**src/rtl/bbr_pkg.sv**
```systemverilog
package bbr_pkg;

    typedef enum logic [2:0] {
        PH_IDLE,
        PH_ADDR,
        PH_CMD,
        PH_DATA,
        PH_REC
    } bus_phase_e;

endpackage

```
**src/rtl/bbr_seq.sv**
```systemverilog
module bbr_seq
    import bbr_pkg::*;
#(
    parameter int WORD_BYTES = 2,
    parameter int IDX_W      = 1
) (
    input  logic             clk,
    input  logic             rst_n,
    input  logic             req_i,
    input  logic             write_i,
    input  logic             io_i,
    input  logic             ready_i,
    output bus_phase_e       phase_o,
    output logic [IDX_W-1:0] idx_o,
    output logic             write_o,
    output logic             io_o,
    output logic             accept_o,
    output logic             capture_o,
    output logic             finish_o,
    output logic             busy_o,
    output logic             done_o
);

    localparam logic [IDX_W-1:0] LAST_IDX = IDX_W'(WORD_BYTES - 1);

    typedef struct packed {
        bus_phase_e       phase;
        logic [IDX_W-1:0] idx;
        logic             write;
        logic             io;
        logic             done;
    } seq_state_t;

    seq_state_t st_d, st_q;

    always_comb begin
        st_d      = st_q;
        st_d.done = 1'b0;
        case (st_q.phase)
            PH_IDLE: begin
                if (req_i) begin
                    st_d.phase = PH_ADDR;
                    st_d.idx   = '0;
                    st_d.write = write_i;
                    st_d.io    = io_i;
                end
            end
            PH_ADDR: st_d.phase = PH_CMD;
            PH_CMD: begin
                if (ready_i) begin
                    st_d.phase = PH_DATA;
                end
            end
            PH_DATA: st_d.phase = PH_REC;
            PH_REC: begin
                if (st_q.idx == LAST_IDX) begin
                    st_d.phase = PH_IDLE;
                    st_d.done  = 1'b1;
                end else begin
                    st_d.idx   = st_q.idx + 1'b1;
                    st_d.phase = PH_ADDR;
                end
            end
            default: st_d.phase = PH_IDLE;
        endcase
    end

    always_ff @(posedge clk) begin
        if (!rst_n) begin
            st_q <= '{phase: PH_IDLE, idx: '0, write: 1'b0, io: 1'b0, done: 1'b0};
        end else begin
            st_q <= st_d;
        end
    end

    assign phase_o   = st_q.phase;
    assign idx_o     = st_q.idx;
    assign write_o   = st_q.write;
    assign io_o      = st_q.io;
    assign accept_o  = (st_q.phase == PH_IDLE) && req_i;
    assign capture_o = (st_q.phase == PH_DATA);
    assign finish_o  = (st_q.phase == PH_REC) && (st_q.idx == LAST_IDX);
    assign busy_o    = (st_q.phase != PH_IDLE);
    assign done_o    = st_q.done;

endmodule

```
**src/rtl/bbr_addr.sv**
```systemverilog
module bbr_addr #(
    parameter int ADDR_W = 20,
    parameter int IDX_W  = 1
) (
    input  logic              clk,
    input  logic              rst_n,
    input  logic              accept_i,
    input  logic [ADDR_W-1:0] addr_i,
    input  logic [IDX_W-1:0]  idx_i,
    output logic [ADDR_W-1:0] cur_o
);

    logic [ADDR_W-1:0] base_d, base_q;

    always_comb begin
        base_d = base_q;
        if (accept_i) begin
            base_d = addr_i;
        end
    end

    always_ff @(posedge clk) begin
        if (!rst_n) begin
            base_q <= '0;
        end else begin
            base_q <= base_d;
        end
    end

    // Sum is truncated to ADDR_W bits, giving the wrap at the top of the space.
    assign cur_o = base_q + ADDR_W'(idx_i);

endmodule

```
**src/rtl/bbr_lanes.sv**
```systemverilog
module bbr_lanes #(
    parameter int BYTE_W     = 8,
    parameter int WORD_BYTES = 2,
    parameter int IDX_W      = 1
) (
    input  logic                         clk,
    input  logic                         rst_n,
    input  logic                         accept_i,
    input  logic [WORD_BYTES*BYTE_W-1:0] wdata_i,
    input  logic [IDX_W-1:0]             idx_i,
    input  logic                         capture_i,
    input  logic                         finish_i,
    input  logic                         read_i,
    input  logic [BYTE_W-1:0]            ad_i,
    output logic [BYTE_W-1:0]            wbyte_o,
    output logic [WORD_BYTES*BYTE_W-1:0] rdata_o
);

    localparam int WORD_W = WORD_BYTES * BYTE_W;

    typedef struct packed {
        logic [WORD_W-1:0] wdata;
        logic [WORD_W-1:0] stage;
        logic [WORD_W-1:0] rdata;
    } lane_state_t;

    lane_state_t ln_d, ln_q;
    logic [WORD_BYTES-1:0] lane_hit;

    for (genvar g = 0; g < WORD_BYTES; g++) begin : g_lane
        assign lane_hit[g] = capture_i && (idx_i == IDX_W'(g));
    end

    always_comb begin
        ln_d = ln_q;
        if (accept_i) begin
            ln_d.wdata = wdata_i;
        end
        for (int k = 0; k < WORD_BYTES; k++) begin
            if (lane_hit[k]) begin
                ln_d.stage[k*BYTE_W +: BYTE_W] = ad_i;
            end
        end
        if (finish_i && read_i) begin
            ln_d.rdata = ln_q.stage;
        end
    end

    always_ff @(posedge clk) begin
        if (!rst_n) begin
            ln_q <= '0;
        end else begin
            ln_q <= ln_d;
        end
    end

    assign wbyte_o = ln_q.wdata[idx_i*BYTE_W +: BYTE_W];
    assign rdata_o = ln_q.rdata;

endmodule

```
**src/rtl/bbr_pins.sv**
```systemverilog
module bbr_pins
    import bbr_pkg::*;
#(
    parameter int ADDR_W = 20,
    parameter int BYTE_W = 8
) (
    input  bus_phase_e         phase_i,
    input  logic               write_i,
    input  logic               io_i,
    input  logic [ADDR_W-1:0]  cur_addr_i,
    input  logic [BYTE_W-1:0]  wbyte_i,
    output logic               ale_o,
    output logic [BYTE_W-1:0]  ad_o,
    output logic               ad_oe_o,
    output logic [ADDR_W-BYTE_W-1:0] a_hi_o,
    output logic               memr_n_o,
    output logic               memw_n_o,
    output logic               ior_n_o,
    output logic               iow_n_o
);

    logic strobe_on;

    always_comb begin
        strobe_on = (phase_i == PH_CMD) || (phase_i == PH_DATA);
        ale_o     = (phase_i == PH_ADDR);
        ad_o      = '0;
        ad_oe_o   = 1'b0;
        if (phase_i == PH_ADDR) begin
            ad_o    = cur_addr_i[BYTE_W-1:0];
            ad_oe_o = 1'b1;
        end else if (strobe_on && write_i) begin
            ad_o    = wbyte_i;
            ad_oe_o = 1'b1;
        end
        memr_n_o = !(strobe_on && !io_i && !write_i);
        memw_n_o = !(strobe_on && !io_i &&  write_i);
        ior_n_o  = !(strobe_on &&  io_i && !write_i);
        iow_n_o  = !(strobe_on &&  io_i &&  write_i);
    end

    assign a_hi_o = cur_addr_i[ADDR_W-1:BYTE_W];

endmodule

```
**src/rtl/byte_bus_bridge.sv**
```systemverilog
module byte_bus_bridge
    import bbr_pkg::*;
#(
    parameter int ADDR_W     = 20,
    parameter int BYTE_W     = 8,
    parameter int WORD_BYTES = 2
) (
    input  logic                         clk,
    input  logic                         rst_n,
    input  logic                         req_i,
    input  logic                         req_write_i,
    input  logic                         req_io_i,
    input  logic [ADDR_W-1:0]            req_addr_i,
    input  logic [WORD_BYTES*BYTE_W-1:0] req_wdata_i,
    output logic                         busy_o,
    output logic                         done_o,
    output logic [WORD_BYTES*BYTE_W-1:0] rdata_o,
    input  logic                         ready_i,
    output logic                         ale_o,
    output logic [BYTE_W-1:0]            ad_o,
    output logic                         ad_oe_o,
    input  logic [BYTE_W-1:0]            ad_i,
    output logic [ADDR_W-BYTE_W-1:0]     a_hi_o,
    output logic                         memr_n_o,
    output logic                         memw_n_o,
    output logic                         ior_n_o,
    output logic                         iow_n_o
);

    localparam int IDX_W = (WORD_BYTES > 1) ? $clog2(WORD_BYTES) : 1;

    bus_phase_e        phase;
    logic [IDX_W-1:0]  idx;
    logic              cur_write, cur_io;
    logic              accept, capture, finish;
    logic [ADDR_W-1:0] cur_addr;
    logic [BYTE_W-1:0] wbyte;

    bbr_seq #(.WORD_BYTES(WORD_BYTES), .IDX_W(IDX_W)) u_seq (
        .clk(clk), .rst_n(rst_n), .req_i(req_i), .write_i(req_write_i),
        .io_i(req_io_i), .ready_i(ready_i), .phase_o(phase), .idx_o(idx),
        .write_o(cur_write), .io_o(cur_io), .accept_o(accept),
        .capture_o(capture), .finish_o(finish), .busy_o(busy_o), .done_o(done_o)
    );

    bbr_addr #(.ADDR_W(ADDR_W), .IDX_W(IDX_W)) u_addr (
        .clk(clk), .rst_n(rst_n), .accept_i(accept), .addr_i(req_addr_i),
        .idx_i(idx), .cur_o(cur_addr)
    );

    bbr_lanes #(.BYTE_W(BYTE_W), .WORD_BYTES(WORD_BYTES), .IDX_W(IDX_W)) u_lanes (
        .clk(clk), .rst_n(rst_n), .accept_i(accept), .wdata_i(req_wdata_i),
        .idx_i(idx), .capture_i(capture), .finish_i(finish),
        .read_i(!cur_write), .ad_i(ad_i), .wbyte_o(wbyte), .rdata_o(rdata_o)
    );

    bbr_pins #(.ADDR_W(ADDR_W), .BYTE_W(BYTE_W)) u_pins (
        .phase_i(phase), .write_i(cur_write), .io_i(cur_io),
        .cur_addr_i(cur_addr), .wbyte_i(wbyte), .ale_o(ale_o), .ad_o(ad_o),
        .ad_oe_o(ad_oe_o), .a_hi_o(a_hi_o), .memr_n_o(memr_n_o),
        .memw_n_o(memw_n_o), .ior_n_o(ior_n_o), .iow_n_o(iow_n_o)
    );

endmodule

```
**config.mk**
```make
export PLATFORM = sky130hd
export DESIGN_NAME = byte_bus_bridge
export DESIGN_NICKNAME = d
export VERILOG_FILES = /design/src/rtl/bbr_pkg.sv /design/src/rtl/bbr_seq.sv /design/src/rtl/bbr_addr.sv /design/src/rtl/bbr_lanes.sv /design/src/rtl/bbr_pins.sv /design/src/rtl/byte_bus_bridge.sv
export SDC_FILE = /design/constraint.sdc
export NUM_CORES = 1
export LEC_CHECK = 0
export BUFFER_PORTS_ARGS = -buffer_cell sky130_fd_sc_hd__buf_4
export CAP_MARGIN = 10
export CORE_ASPECT_RATIO = 1.2
export CORE_UTILIZATION = 30
export DETAILED_ROUTE_END_ITERATION = 16
export GPL_TIMING_DRIVEN = 0
export SKIP_LAST_GASP = 1
export SLEW_MARGIN = 20
export SYNTH_ARGS = -nofsm -noshare
export SYNTH_HDL_FRONTEND = slang
export SYNTH_SLANG_ARGS = --single-unit
```
**constraint.sdc**
```tcl
create_clock -name clk -period 1.61 [get_ports clk]
set_clock_uncertainty 0.2 [all_clocks]
set_input_delay 0.0805 -clock clk [delete_from_list [all_inputs] [get_ports clk]]
set_output_delay 0.0805 -clock clk [all_outputs]
set_load 0.01 [all_outputs]
```
==> flow_metrics.tcl <==
set metrics [dict create \
    dieArea_mm2 0.0123 \
    drcViolationCount 0 \
    finalMaxSlewViolations 0 \
    clk_latency_ns 0.34 \
    combinationalPowerShare_pct 22.1 \
    post_dp_cell_area_mm2 0.00450 \
    cts_tree "yes" \
    synth_seq_cells 75 \
    pwr-share-clk_pct 38.3 \
    tightestPinTransition_ns 0.485 \
    end_kind "output pin" \
    dp.cells 682 \
    grt_use_met3_pct 2.82 \
    wl_per_cell_um 14.0 \
    die_y_um 121 \
    status "finished, violations left" \
    synth_edf_count 0 \
    start_util_pct 30.9 \
    grt_pass1_vias 3625 \
    drive_gt1_share_pct 42.7 \
    p_seq_share_pct 39.6 \
    synth_warnings 0 \
    synth_top_family_by_area "simple AND/OR/NAND/NOR gates" \
    failed_checks "negative setup slack" \
    antenna_found_initial 0 \
    grt_use_met2_pct 29.9 \
    viasPerCell 4.54 \
    drv_cap 0 \
    yosys.area_share.simple_pct 24.9 \
    cts_made_buffers 9 \
    drt_iter0_markers 183 \
    synth-seq-area-share_pct 42.1 \
    io_buffers 92 \
    worst_hold_slack_ns 0.0175 \
    hp-class "input pin to register" \
    synth_adder_area_share_pct 1.05 \
    coreArea_mm2 0.0116 \
    synthArstFlopShare_pct 0 \
    utilization_pct 54.6 \
    p_int_uw 3830 \
    cts-htree-levels 3 \
    avgSynthCellArea_um2 8.24 \
    crit_type "register to output pin" \
    rsz0062_at_grt "yes" \
    syn_inst 433 \
    power-per-cell-area_mw_per_mm2 818 \
    grt_pass1_wl_um 17100 \
    synth.mux.area_fraction_pct 2.52 \
    clk_pin_slew_ns 0.06 \
    netlist_area_mm2 0.00357 \
    grt-ovfl-total 0 \
    synthFlopType "dfxtp_1" \
    antenna_cells 0 \
    area_growth_pct 77.0 \
    start_kind "register" \
    cp.arrival_ns 1.79 \
    synthXorXnorAreaFrac_pct 4.66 \
    finalCriticalPeriod_ns 2.07 \
    die_w_um 102 \
    ant_nets 0 \
    clockBufferDepth 2 \
    io_pins 94 \
    fp-row-count 43 \
    dp_hpwl_um 6780 \
    crit_required_ns 1.33 \
    final_nets 677 \
    relSlewSlack_pct 67.6 \
    setup_viol 66 \
    grt_max_degree 12 \
    cts_root_buffer "clkbuf_16" \
    synth_compound_area_share_pct 16.4 \
    grt_util_met1_pct 22.8 \
    critPathMaxFanout 5 \
    timing.fmax_ghz 0.482 \
    busiest_layer "met2" \
    vias 3561 \
    stdcell_count 784 \
    fin_area_mm2 0.00632 \
    ir_drop_uv 627 \
    wl_um 11000 \
    switching_share_pct 26.0 \
    p_leak_uw 0.00257 \
    fin_crit_sh_pct 129 \
    ys_types 38 \
    postLayoutSetupSlackWorst_ns -0.464 \
    syn-num-nets 486 \
    finalHoldViolCount 0 \
    grt_use_total_pct 18.2 \
    dr.pass1.iters 4 \
    cts.sinks 75 \
    total_power_uw 5170 \
    power.switching_uw 1350 \
    routabilityCongestion 0.797 \
]
==> power groups by stage <==
stage	clock (µW)	sequential (µW)	combinational [µW]
floorplan	0	2040	364
global placement	0	2060	618
detailed placement	0	2060	627
CTS	1990	2030	1020
global route	2100	2060	1230
finish	1980	2050	1150
==> worst paths after layout <==
path         cells past startpoint              from             endpoint  slack (ns)
min                              2             rst_n     u_lanes.ln_q[27]        0.02
min reg2reg                      2  u_lanes.ln_q[39]     u_lanes.ln_q[39]        0.25
max                              7       u_seq.idx_o            a_hi_o[7]       -0.46
max reg2reg                      7       u_seq.idx_o  u_lanes.rdata_o[12]       -0.14
==> stage by stage <==
| step | setup TNS (ns) | worst slack, ns |
|---|---|---|
| after floorplan | -0.00858 | -0.00858 |
| after detailed placement | -4.55 | -0.276 |
| after CTS | -12.00 | -0.437 |
| after global routing | -15.70 | -0.561 |
| after global placement | -3.88 | -0.256 |
| final | -11.21 | -0.464 |
==> repair_timing <==
item / in CTS / in global routing
pin swaps: 32 / 42
hold endpoints to repair: 56 / 0
gates cloned: 4 / 1
resized for setup: 113 / 95
hold buffers: 48 / 0
buffers inserted: 30 / 13
endpoints found under the setup margin: 61 / 95
==> routing by layer <==
metal | vias to the layer above | wire length (µm) | part of all wire, %
li1 | 1791 | - | -
met1 | 1646 | 4800 | 44
met5 | - | 0 | 0
met3 | 21 | 470 | 4.3
met2 | 103 | 5440 | 50
met4 | 0 | 266 | 2.4
==> synthesized netlist by cell type, types with 2 or more instances <==
library cell	number	area, µm²
a21boi_0	58	435
mux2i_1	9	90.1
buf_4	21	158
nor3b_1	2	15.0
and4_1	3	26.3
clkbuf_1	9	33.8
nand3_1	12	60.1
and3_1	5	31.3
o22ai_1	6	37.5
dfxtp_1	75	1500
nor3_2	2	20.0
xnor2_1	10	87.6
nor3_1	2	10.0
buf_6	4	45.0
nand2_1	154	578
buf_2	10	50.1
o21ai_0	2	10.0
nor2b_1	2	12.5
xor2_1	9	78.8
a21boi_1	12	90.1
nand4_1	2	12.5
nand3b_1	2	15.0
ha_1	3	37.5
nor2_1	5	18.8
==> critical path: stages, from the launching register on <==
cell and delay (ns):
dfxtp_4 0.38, ha_4 0.16, nand3_4 0.09, nor3_4 0.24
buf_4 0.17, nand3_2 0.07, xnor2_1 0.19, buf_4 0.16
==> registers in the layout (all words and copies together) (netlist names) <==
name             flops
u_addr.base_q       20
u_lanes.ln_q        32
u_lanes.rdata_o     16
u_seq.done_o         1
u_seq.idx_o          1
u_seq.io_o           1
u_seq.phase_o        3
u_seq.write_o        1
==> logic make-up after synthesis <==
group | after synthesis
AOI/OAI and AO/OA | 80
DFF | 75
xor gates and xnor gates | 19
muxes | 9
adders and majority gates | 3
and+or+nand+nor | 200
buffers and inverters | 47
==> cells in the final DEF, fill, tap and decap left out, drive strengths merged, types with 3 or more instances in the layout <==
cell / instances
a21boi: 70
and3: 5
and4: 3
buf: 165
clkbuf: 22
dfxtp: 75
dlygate4sd3: 48
ha: 3
mux2i: 9
nand2: 155
nand3: 12
nor2: 5
nor3: 5
o22ai: 6
xnor2: 10
xor2: 9
==> layout make-up <==
| class | instances | area (µm²) |
|---|---|---|
| fillers | 1022 | 5250 |
| clock buffers | 11 | 243 |
| multi-input cells | 311 | 2240 |
| clock inverters | 3 | 40.0 |
| inverters | 2 | 10.0 |
| plain buffers | 40 | 347 |
| well taps | 157 | 196 |
| flip-flops and latches | 75 | 1540 |
| repair buffers | 185 | 1710 |
Note: power is estimated with default switching activity, not from simulation.
